[config.mk]
export PLATFORM = sky130hd
export DESIGN_NAME = audio_tx_fifo
export DESIGN_NICKNAME = d
export VERILOG_FILES = /design/src/rtl/atf_pkg.sv /design/src/rtl/atf_rst_sync.sv /design/src/rtl/atf_ptrs.sv /design/src/rtl/atf_store.sv /design/src/rtl/atf_status.sv /design/src/rtl/audio_tx_fifo.sv
export SDC_FILE = /design/constraint.sdc
export NUM_CORES = 1
export LEC_CHECK = 0
export BUFFER_PORTS_ARGS = -buffer_cell sky130_fd_sc_hd__buf_2
export CAP_MARGIN = 20
export CORE_ASPECT_RATIO = 1.4
export CORE_MARGIN = 5
export CORE_UTILIZATION = 30
export CTS_BUF_LIST = sky130_fd_sc_hd__clkbuf_2
export DETAILED_ROUTE_END_ITERATION = 8
export GPL_ROUTABILITY_DRIVEN = 0
export PLACE_DENSITY = 0.5
export REMOVE_ABC_BUFFERS = 1
export SLEW_MARGIN = 30
export SYNTH_ARGS = -nofsm -noshare
export SYNTH_HDL_FRONTEND = slang
export SYNTH_SLANG_ARGS = --single-unit
[constraint.sdc]
create_clock -name clk -period 3.9 [get_ports clk]
set_input_delay 0.39 -clock clk [delete_from_list [all_inputs] [get_ports clk]]
set_output_delay 0.39 -clock clk [all_outputs]
set_load 0.005 [all_outputs]
[src/rtl/atf_pkg.sv]
package atf_pkg;
  localparam int unsigned ATF_DATA_W = 32;
  localparam int unsigned ATF_ADDR_W = 3;
endpackage

[src/rtl/atf_rst_sync.sv]
module atf_rst_sync (
  input  logic clk,
  input  logic rst_n,
  output logic rst_sync_n
);
  logic [1:0] sync_q;

  always_ff @(posedge clk or negedge rst_n) begin
    if (!rst_n) sync_q <= 2'b00;
    else        sync_q <= {sync_q[0], 1'b1};
  end

  assign rst_sync_n = sync_q[1];
endmodule

[src/rtl/atf_ptrs.sv]
module atf_ptrs #(
  parameter int unsigned ADDR_W = 3,
  localparam int unsigned PTR_W = ADDR_W + 1
) (
  input  logic             clk,
  input  logic             rst_n,
  input  logic             push,
  input  logic             pop,
  input  logic             flush,
  output logic [PTR_W-1:0] wr_ptr,
  output logic [PTR_W-1:0] rd_ptr,
  output logic [PTR_W-1:0] level,
  output logic             empty,
  output logic             push_ok,
  output logic             underrun
);
  localparam logic [PTR_W-1:0] DEPTH_P = PTR_W'(1 << ADDR_W);

  logic [PTR_W-1:0] wr_q, rd_q, wr_n, rd_n;
  logic             full, pop_ok, ptr_en;

  assign level    = wr_q - rd_q;
  assign full     = (level == DEPTH_P);
  assign empty    = (level == '0);
  assign push_ok  = push & ~full & ~flush;
  assign pop_ok   = pop & ~empty & ~flush;
  assign underrun = pop & empty;
  assign ptr_en   = flush | push_ok | pop_ok;

  always_comb begin
    wr_n = wr_q;
    rd_n = rd_q;
    if (flush) begin
      wr_n = '0;
      rd_n = '0;
    end else begin
      if (push_ok) wr_n = wr_q + 1'b1;
      if (pop_ok)  rd_n = rd_q + 1'b1;
    end
  end

  always_ff @(posedge clk or negedge rst_n) begin
    if (!rst_n) begin
      wr_q <= '0;
      rd_q <= '0;
    end else if (ptr_en) begin
      wr_q <= wr_n;
      rd_q <= rd_n;
    end
  end

  assign wr_ptr = wr_q;
  assign rd_ptr = rd_q;
endmodule

[src/rtl/atf_store.sv]
module atf_store #(
  parameter int unsigned DATA_W = 32,
  parameter int unsigned ADDR_W = 3,
  localparam int unsigned DEPTH = 1 << ADDR_W
) (
  input  logic              clk,
  input  logic              we,
  input  logic [ADDR_W-1:0] waddr,
  input  logic [DATA_W-1:0] wdata,
  input  logic [ADDR_W-1:0] raddr,
  output logic [DATA_W-1:0] rdata
);
  logic [DATA_W-1:0] word_arr [DEPTH];

  for (genvar g = 0; g < DEPTH; g++) begin : g_cell
    localparam logic [ADDR_W-1:0] IDX = ADDR_W'(g);
    logic              cell_en;
    logic [DATA_W-1:0] cell_q;

    assign cell_en = we & (waddr == IDX);

    always_ff @(posedge clk) begin
      if (cell_en) cell_q <= wdata;
    end

    assign word_arr[g] = cell_q;
  end

  assign rdata = word_arr[raddr];
endmodule

[src/rtl/atf_status.sv]
module atf_status #(
  parameter int unsigned ADDR_W = 3,
  localparam int unsigned PTR_W = ADDR_W + 1
) (
  input  logic              clk,
  input  logic              rst_n,
  input  logic [PTR_W-1:0]  level,
  input  logic [ADDR_W-1:0] watermark,
  input  logic              tx_en,
  input  logic              underrun,
  input  logic              err_clr,
  input  logic              ie_req,
  input  logic              ie_warn,
  input  logic              ie_err,
  input  logic              de_req,
  input  logic              de_warn,
  output logic              req_flag,
  output logic              warn_flag,
  output logic              err_flag,
  output logic              irq,
  output logic              dma_req,
  output logic              dma_warn
);
  localparam logic [PTR_W-1:0] DEPTH_P = PTR_W'(1 << ADDR_W);

  logic [PTR_W-1:0] free_cnt;
  logic             err_q, err_n, err_en;

  assign free_cnt  = DEPTH_P - level;
  assign req_flag  = (free_cnt > PTR_W'(watermark));
  assign warn_flag = tx_en & (level == '0);

  assign err_en = underrun | err_clr;

  always_comb begin
    err_n = err_q;
    if (err_clr)  err_n = 1'b0;
    if (underrun) err_n = 1'b1;
  end

  always_ff @(posedge clk or negedge rst_n) begin
    if (!rst_n)      err_q <= 1'b0;
    else if (err_en) err_q <= err_n;
  end

  assign err_flag = err_q;
  assign irq      = (req_flag & ie_req) | (warn_flag & ie_warn) | (err_q & ie_err);
  assign dma_req  = req_flag & de_req;
  assign dma_warn = warn_flag & de_warn;
endmodule

[src/rtl/audio_tx_fifo.sv]
module audio_tx_fifo
  import atf_pkg::*;
#(
  parameter int unsigned DATA_W = ATF_DATA_W,
  parameter int unsigned ADDR_W = ATF_ADDR_W,
  localparam int unsigned PTR_W = ADDR_W + 1
) (
  input  logic              clk,
  input  logic              rst_n,
  input  logic              wr_en,
  input  logic [DATA_W-1:0] wr_data,
  input  logic              pop_req,
  output logic [DATA_W-1:0] pop_data,
  input  logic              fifo_rst,
  input  logic              err_clr,
  input  logic [ADDR_W-1:0] watermark,
  input  logic              tx_en,
  input  logic              ie_req,
  input  logic              ie_warn,
  input  logic              ie_err,
  input  logic              de_req,
  input  logic              de_warn,
  output logic              req_flag,
  output logic              warn_flag,
  output logic              err_flag,
  output logic              irq,
  output logic              dma_req,
  output logic              dma_warn,
  output logic [PTR_W-1:0]  wr_ptr,
  output logic [PTR_W-1:0]  rd_ptr
);
  logic              rst_sync_n;
  logic [PTR_W-1:0]  level;
  logic              empty, push_ok, underrun;
  logic [DATA_W-1:0] head_word;

  atf_rst_sync u_rst (
    .clk(clk), .rst_n(rst_n), .rst_sync_n(rst_sync_n)
  );

  atf_ptrs #(.ADDR_W(ADDR_W)) u_ptrs (
    .clk(clk), .rst_n(rst_sync_n), .push(wr_en), .pop(pop_req),
    .flush(fifo_rst), .wr_ptr(wr_ptr), .rd_ptr(rd_ptr), .level(level),
    .empty(empty), .push_ok(push_ok), .underrun(underrun)
  );

  atf_store #(.DATA_W(DATA_W), .ADDR_W(ADDR_W)) u_store (
    .clk(clk), .we(push_ok), .waddr(wr_ptr[ADDR_W-1:0]), .wdata(wr_data),
    .raddr(rd_ptr[ADDR_W-1:0]), .rdata(head_word)
  );

  atf_status #(.ADDR_W(ADDR_W)) u_status (
    .clk(clk), .rst_n(rst_sync_n), .level(level), .watermark(watermark),
    .tx_en(tx_en), .underrun(underrun), .err_clr(err_clr),
    .ie_req(ie_req), .ie_warn(ie_warn), .ie_err(ie_err),
    .de_req(de_req), .de_warn(de_warn), .req_flag(req_flag),
    .warn_flag(warn_flag), .err_flag(err_flag), .irq(irq),
    .dma_req(dma_req), .dma_warn(dma_warn)
  );

  assign pop_data = empty ? '0 : head_word;
endmodule

Word level (Yosys, flattened, before mapping)
Cells that the tools add are included.
{"block": "totals", "ff_bits": 267, "input_bits": 47, "output_inout_bits": 46}
{"block": "classes", "n_addsub": 4, "n_lt_le_gt_ge": 2, "eq_ne": 8, "muxes": 10, "bitwise": 28, "n_reduce_logical": 8}
{"cell": "32-bit binary-select mux with 3-bit select", "n": 1}
{"cell": "32-bit 2-to-1 mux", "n": 3}
{"cell": "1-bit bitwise AND", "n": 19}
{"cell": "4-bit 2-to-1 mux", "n": 4}
{"cell": "3-bit == test (second input constant)", "n": 4}
{"cell": "4-bit by 1-bit adder with 4-bit output (second input constant)", "n": 2}
{"cell": "3-bit by 2-bit == test with 1-bit output (second input constant)", "n": 2}
{"cell": "2-bit AND reduction", "n": 3}
{"cell": "2-bit nonzero test", "n": 3}
{"cell": "1-bit bitwise OR", "n": 5}
{"cell": "4-bit == test (second input constant)", "n": 1}
{"cell": "4-bit greater-or-equal comparator (second input constant)", "n": 1}
{"cell": "4-bit by 3-bit > comparator with 1-bit output", "n": 1}
{"cell": "4-bit logical NOT", "n": 1}
{"cell": "3-bit inverter with 4-bit output", "n": 1}
{"cell": "4-bit subtractor", "n": 1}
{"cell": "4-bit subtractor (first input constant)", "n": 1}
{"cell": "3-bit by 1-bit == test with 1-bit output (second input constant)", "n": 1}
{"cell": "3-bit logical NOT", "n": 1}
{"cell": "1-bit inverter", "n": 3}
{"cell": "1-bit 2-to-1 mux", "n": 2}

Logic depth before layout (Yosys ltp)
{"block": "depth", "depth_word": 8, "ltp_mapped": 12, "mapped_depth_nobuf": 12}

Modules after synthesis
From an unflattened synthesis, not the netlist that was laid out.
{"block": "hier_totals", "hier_cells": 515, "hier_area_um2": 10966.8}
{"module": "atf_store", "n_inst": 1, "cells_each": 383, "area_per_inst_um2": 9825.7, "seq_area_each_um2": 7687.4}
{"module": "atf_ptrs", "n_inst": 1, "cells_each": 68, "area_per_inst_um2": 639.4, "seq_area_each_um2": 200.2}
{"module": "atf_status", "n_inst": 1, "cells_each": 26, "area_per_inst_um2": 225.2, "seq_area_each_um2": 25.0}
{"module": "audio_tx_fifo", "n_inst": 1, "cells_each": 35, "area_per_inst_um2": 222.7, "seq_area_each_um2": 0.0}
{"module": "atf_rst_sync", "n_inst": 1, "cells_each": 3, "area_per_inst_um2": 53.8, "seq_area_each_um2": 50.0}

Worst setup path after synthesis
Ideal clock, no wire load.
{"block": "synth_timing", "path_type": "register to register", "startpoint": "register u_ptrs.rd_q[1], in the netlist u_ptrs.rd_ptr[1]", "endpoint": "register u_store.g_cell[3].cell_q[0], enable pin", "setup_time_ps": 468, "arrival_ps": 4643, "slack_ps": -1211, "stages_incl_launch_ff": 10, "path_buffers": 3, "synth_period_minus_slack_ps": 5111, "cell_sequence": "dfrtp_1 buf_2 buf_1 inv_1 fa_1 inv_1 ha_1 a41o_1 buf_2 nor3b_1"}
{"block": "synth_between", "elab_chain_cells": 6}
{"element": "start, declared", "line": "atf_ptrs.sv:19", "source": "logic [PTR_W-1:0] wr_q, rd_q, wr_n, rd_n;"}
{"element": "start signal, assigned", "line": "atf_ptrs.sv:48", "source": "rd_q <= rd_n;"}
{"element": "4-bit subtractor", "line": "atf_ptrs.sv:22", "source": "assign level = wr_q - rd_q;"}
{"element": "4-bit == test", "line": "atf_ptrs.sv:23", "source": "assign full = (level == DEPTH_P);"}
{"element": "1-bit inverter", "line": "atf_ptrs.sv:25", "source": "assign push_ok = push & ~full & ~flush;"}
{"element": "1-bit bitwise AND (2 in series)", "line": "atf_ptrs.sv:25"}
{"element": "1-bit bitwise AND", "line": "atf_store.sv:20", "source": "assign cell_en = we & (waddr == IDX);"}
{"element": "named net u_store.g_cell[3].cell_en", "line": "atf_store.sv:17", "source": "logic cell_en;"}
{"element": "end signal, assigned", "line": "atf_store.sv:23", "source": "if (cell_en) cell_q <= wdata;"}
{"element": "end, declared", "line": "atf_store.sv:18", "source": "logic [DATA_W-1:0] cell_q;"}
The timed path passes the listed nets, and every way through them passes these cells.
A chain may end at the register's enable or synchronous reset.

Worst setup path in the final report
{"block": "layout_timing", "startpoint": "register u_ptrs.rd_q[0], in the netlist u_ptrs.rd_ptr[0]", "endpoint": "output port irq"}
{"block": "layout_between", "elab_chain_cells": 6}
{"element": "4-bit subtractor *", "line": "atf_ptrs.sv:22"}
{"element": "4-bit subtractor or 4-bit logical NOT (tied branches)", "line": "atf_status.sv:29, atf_status.sv:31"}
{"element": "4-bit by 3-bit > comparator with 1-bit output or 1-bit bitwise AND (tied branches)", "line": "atf_status.sv:30, atf_status.sv:31"}
{"element": "1-bit bitwise AND", "line": "atf_status.sv:47", "source": "assign irq = (req_flag & ie_req) | (warn_flag & ie_warn) | (err_q & ie_err);"}
{"element": "1-bit bitwise OR * (2 in series)", "line": "atf_status.sv:47"}
{"element": "end, declared", "line": "audio_tx_fifo.sv:26", "source": "output logic irq,"}
Every way passes the cells marked *; elsewhere a longest branch is shown, timed or not.

==> impl_metrics.csv <==
group,metric,value,unit
timing,maxClockFrequency,0.2677,GHz
cts,cts_tree,"built",
setup_path,critPathKind,"reg2out",
route,vias,5685,
synthesis,seq_area_frac_synth,0.7524,
outcome,run_status,"finished clean",
synthesis,syn-mean-instance-area,19.49,sq um
cts,cts_inserted_buffers,66,
cts,clkSinkCount,267,
placed_design,place_ws,0.6550,ns
synthesis,synth_ff_type,"sky130_fd_sc_hd__edfxtp_1",
setup_path,timing.critical_path.max_delay_family,"adder cells",
setup_path,worstReg2RegStart,"u_ptrs.wr_ptr[2]$_DFFE_PN0P_",
setup_path,slowest_stage_cell_cp,"sky130_fd_sc_hd__dfrtp_4",
synthesis,synth_cell_type_count,36,
setup_path,crit_start,"u_ptrs.rd_ptr[0]$_DFFE_PN0P_",
route,antenna_left,0,
cts,clkSlewWorstSetupHoldPaths,0.10,ns
global_routing,grt_pass1_vias,6269,
route,top_layer,"met5",
timing,final.setup.worst_slack,0.1638,ns
floorplanning,design.die.area,39190,sq um
synthesis,ys.warnings.count,0,
cells_and_area,net_count_of_the_finished_layout,800,
global_routing,grt.total_usage,0.1248,
synthesis,async_reset_ff_frac,0.04120,
route,route.layer.met1.wl,9577,um
floorplanning,die_h,232.2,um
floorplanning,start_util,0.3035,
timing,rsz_0062_raised_after_global_routing,"yes",
timing,max_slew.worst_pin.slew,0.7653,ns
floorplanning,floorplan.die.width,168.7,um
route,met2_wirelength,12810,um
power_and_ir_drop,power.combinational.fraction,0.392,
floorplanning,core_region_area,34860,sq um
setup_path,crit-reg2reg-capture,"u_store.g_cell[1].cell_q[23]$_DFFE_PP_",
cts,clkLatencyLatePin,0.86,ns
cts,ctsHtreeMaxLevel,3,
power_and_ir_drop,ir_worst_vdd,0.0004721,V
synthesis,syn_inst,543,
cells_and_area,syn_to_final_growth,20.67,%
global_routing,grt_first_pass_wirelength,36470,um
route,final_routed_wire_length_divided_by_cell_count,19.32,um
setup_path,capture_point_of_the_worst_path,"irq",
route,route.detailed.drc,0,
timing,maxSlewHeadroom,0.4898,
route,detail_route.wirelength,23920,um
timing,timing.final.hold_violations,0,
synthesis,number_of_synthesized_flops_with_an_enable_pin,256,
setup_path,startpoint_type,"register",
power_and_ir_drop,p_per_area,659.4,nW/um^2
setup_path,critical_path_arrival,3.35,ns
setup_path,crit_fanout,3,
route,route.detailed.vias_per_inst,4.592,
power_and_ir_drop,final_total_pwr,8.420,mW
power_and_ir_drop,clkPwrFrac,0.205,
global_routing,global_route.overflow_total,0,
flow_run,maxCapViolations,0,
cts,clk_root_buffer_cell,"sky130_fd_sc_hd__clkbuf_2",
power_and_ir_drop,power_frac_seq,0.403,
placed_design,port_buffers,92,
setup_path,reg_to_reg_setup_timing_slack,0.80,ns
timing,finalMaxSlewViolations,0,
setup_path,critical_path_cell_count,11,
setup_path,timing.critical_path.buf_inv,3,
floorplanning,ioPinCount,93,
cts,clk_path_buf_depth,3,
global_routing,grt_max_degree,69,
route,wl_met3,980,um
timing,tns,0,ns
power_and_ir_drop,netSwitchingFraction,0.3350,
timing,skew,0.08472,ns
timing,period_minus_ws_final,3.736,ns
global_routing,initial_antenna_violation_count,2,
setup_path,critPathCaptureType,"primary output",
cells_and_area,final_layout_size_suffix_gt1_frac,0.3808,
placed_design,place.detailed.hpwl,12810,um
worst_hold_path,timing.hold.worst.class,"reg2async",
cells_and_area,final_util,0.3663,
route,dr.pass1.iters,4,
power_and_ir_drop,leakage_power_figure,4.419,nW
power_and_ir_drop,power.net_switching,2.821,mW
timing,timing.final.setup_violations,0,
synthesis,synth.ff_latch_count,267,
timing,final_min_period_over_clock_period,0.9580,
setup_path,r2r.worst_path.cells,7,
power_and_ir_drop,p_int,5.599,mW
synthesis,synthesized_area,10580,sq um
setup_path,required,3.51,ns
route,first_iter_violations,354,
setup_path,timing.critical_path.cells,"ha_4, inv_2, fa_1, inv_2, ha_4, xor2_1, ha_2, o21ai_2, o21ai_2, a221o_1, buf_2",
setup_path,critPathMaxStageDelay,0.50,ns
timing,fin_worst_hold_slack,0.1473,ns
floorplanning,fp-row-count,81,
==> metal layers <==
| metal | global-route usage | vias up |
|---|---|---|
| met2 | 0.2211 | 120 |
| met3 | 0.02469 | 38 |
| li1 | - | 2591 |
| met4 | 0.06166 | 2 |
| met1 | 0.1432 | 2934 |
| met5 | 0 | - |
==> state kept, by name, summed over array words and instances, names as in the netlist <==
name,count
u_status.err_flag,1
u_ptrs.rd_ptr,4
u_ptrs.wr_ptr,4
u_store.g_cell.cell_q,256
u_rst.sync_q,2
==> layout by cell type, fill, tap and decap left out, types with 3 or more instances in the layout <==
master	instances
sky130_fd_sc_hd__edfxtp_1	256
sky130_fd_sc_hd__buf_2	92
sky130_fd_sc_hd__clkbuf_2	90
sky130_fd_sc_hd__nand2_1	69
sky130_fd_sc_hd__mux4_2	64
sky130_fd_sc_hd__dlygate4sd3_1	39
sky130_fd_sc_hd__a21oi_1	37
sky130_fd_sc_hd__buf_4	21
sky130_fd_sc_hd__clkinv_1	17
sky130_fd_sc_hd__inv_1	11
sky130_fd_sc_hd__ha_1	10
sky130_fd_sc_hd__dfrtp_1	8
sky130_fd_sc_hd__nor2_1	5
sky130_fd_sc_hd__o21ai_0	5
sky130_fd_sc_hd__inv_2	4
sky130_fd_sc_hd__nand3_1	3
sky130_fd_sc_hd__nor4b_4	3
sky130_fd_sc_hd__and3_4	3
sky130_fd_sc_hd__or3_1	3
sky130_fd_sc_hd__ha_4	3
==> cell usage after synthesis, types with 2 or more instances <==
library cell | number | area [sq um]
sky130_fd_sc_hd__a21oi_1 | 37 | 185.2
sky130_fd_sc_hd__and2_1 | 2 | 12.51
sky130_fd_sc_hd__and3_1 | 5 | 31.28
sky130_fd_sc_hd__buf_1 | 5 | 18.77
sky130_fd_sc_hd__buf_2 | 7 | 35.03
sky130_fd_sc_hd__buf_4 | 4 | 30.03
sky130_fd_sc_hd__clkbuf_1 | 12 | 45.04
sky130_fd_sc_hd__dfrtp_1 | 11 | 275.3
sky130_fd_sc_hd__edfxtp_1 | 256 | 7687
sky130_fd_sc_hd__ha_1 | 14 | 175.2
sky130_fd_sc_hd__inv_1 | 14 | 52.55
sky130_fd_sc_hd__mux4_2 | 64 | 1441
sky130_fd_sc_hd__nand2_1 | 69 | 259.0
sky130_fd_sc_hd__nand3_1 | 4 | 20.02
sky130_fd_sc_hd__nand3b_1 | 2 | 15.01
sky130_fd_sc_hd__nor2_1 | 5 | 18.77
sky130_fd_sc_hd__nor3b_1 | 2 | 15.01
sky130_fd_sc_hd__nor4b_2 | 3 | 45.04
sky130_fd_sc_hd__o21ai_0 | 6 | 30.03
sky130_fd_sc_hd__or3_1 | 3 | 18.77
sky130_fd_sc_hd__xnor2_1 | 2 | 17.52
sky130_fd_sc_hd__xor2_1 | 2 | 17.52
==> what timing repair did <==
item / CTS / global route
setup buffers: 8 / 2
endpoints found under the setup margin: 28 / 5
gates resized for setup: 12 / 5
hold buffers: 39 / 0
hold endpoints to repair: 266 / 0
pin swaps: 6 / 6
==> power groups by stage <==
stage                     registers, mW  clock network (mW)  logic (mW)
after floorplan                    3.61                   0        1.49
after global placement             3.45                   0        2.87
after detailed placement           3.47                   0        2.91
after CTS                          3.40                1.83        3.28
after global routing               3.41                1.97        3.63
final                              3.39                1.72        3.30
==> worst min path at each step <==
| stage | to | slack [ns] | cells past startpoint |
|---|---|---|---|
| after floorplan | u_rst.sync_q[0]$_DFF_PN0_ | 0.09 | 0 |
| after global placement | u_rst.sync_q[1]$_DFF_PN0_ | 0.18 | 1 |
| after detailed placement | u_status.err_flag$_DFFE_PN0P_ | 0.17 | 0 |
| after CTS | u_ptrs.wr_ptr[2]$_DFFE_PN0P_ | 0.11 | 5 |
| after global routing | u_ptrs.rd_ptr[1]$_DFFE_PN0P_ | 0.19 | 0 |
| final | u_ptrs.rd_ptr[0]$_DFFE_PN0P_ | 0.15 | 0 |
==> per-stage QoR <==
step | std cells | area (sq um)
final | 1238 | 12770
after global placement | 1077 | 11650
after floorplan | 515 | 10450
after detailed placement | 1077 | 11660
after global routing | 1237 | 12770
after CTS | 1234 | 12720
==> final cells by class <==
cell class              count  area (sq um)
flip-flops and latches    267          7971
repair buffers            155          1055
multi-input cells         234          2562
well taps                 456         570.5
inverters                  14         52.55
diodes                      2         5.005
clock buffers              90         450.4
fillers                  3337         22090
clock inverters            20         102.6
==> kinds of logic after synthesis <==
kind of cell	after synthesis	synth area share
multiplexers	66	0.1382
other	1	0.0003544
AND/OR/NAND/NOR	97	0.04233
adder cells (fa/ha/maj)	15	0.01844
XOR/XNOR	5	0.005439
AO/OA/AOI/OAI	50	0.02566
buffers and inverters	42	0.01714
flip-flops	267	0.7524
No activity file was read; power rests on OpenSTA's default activity.
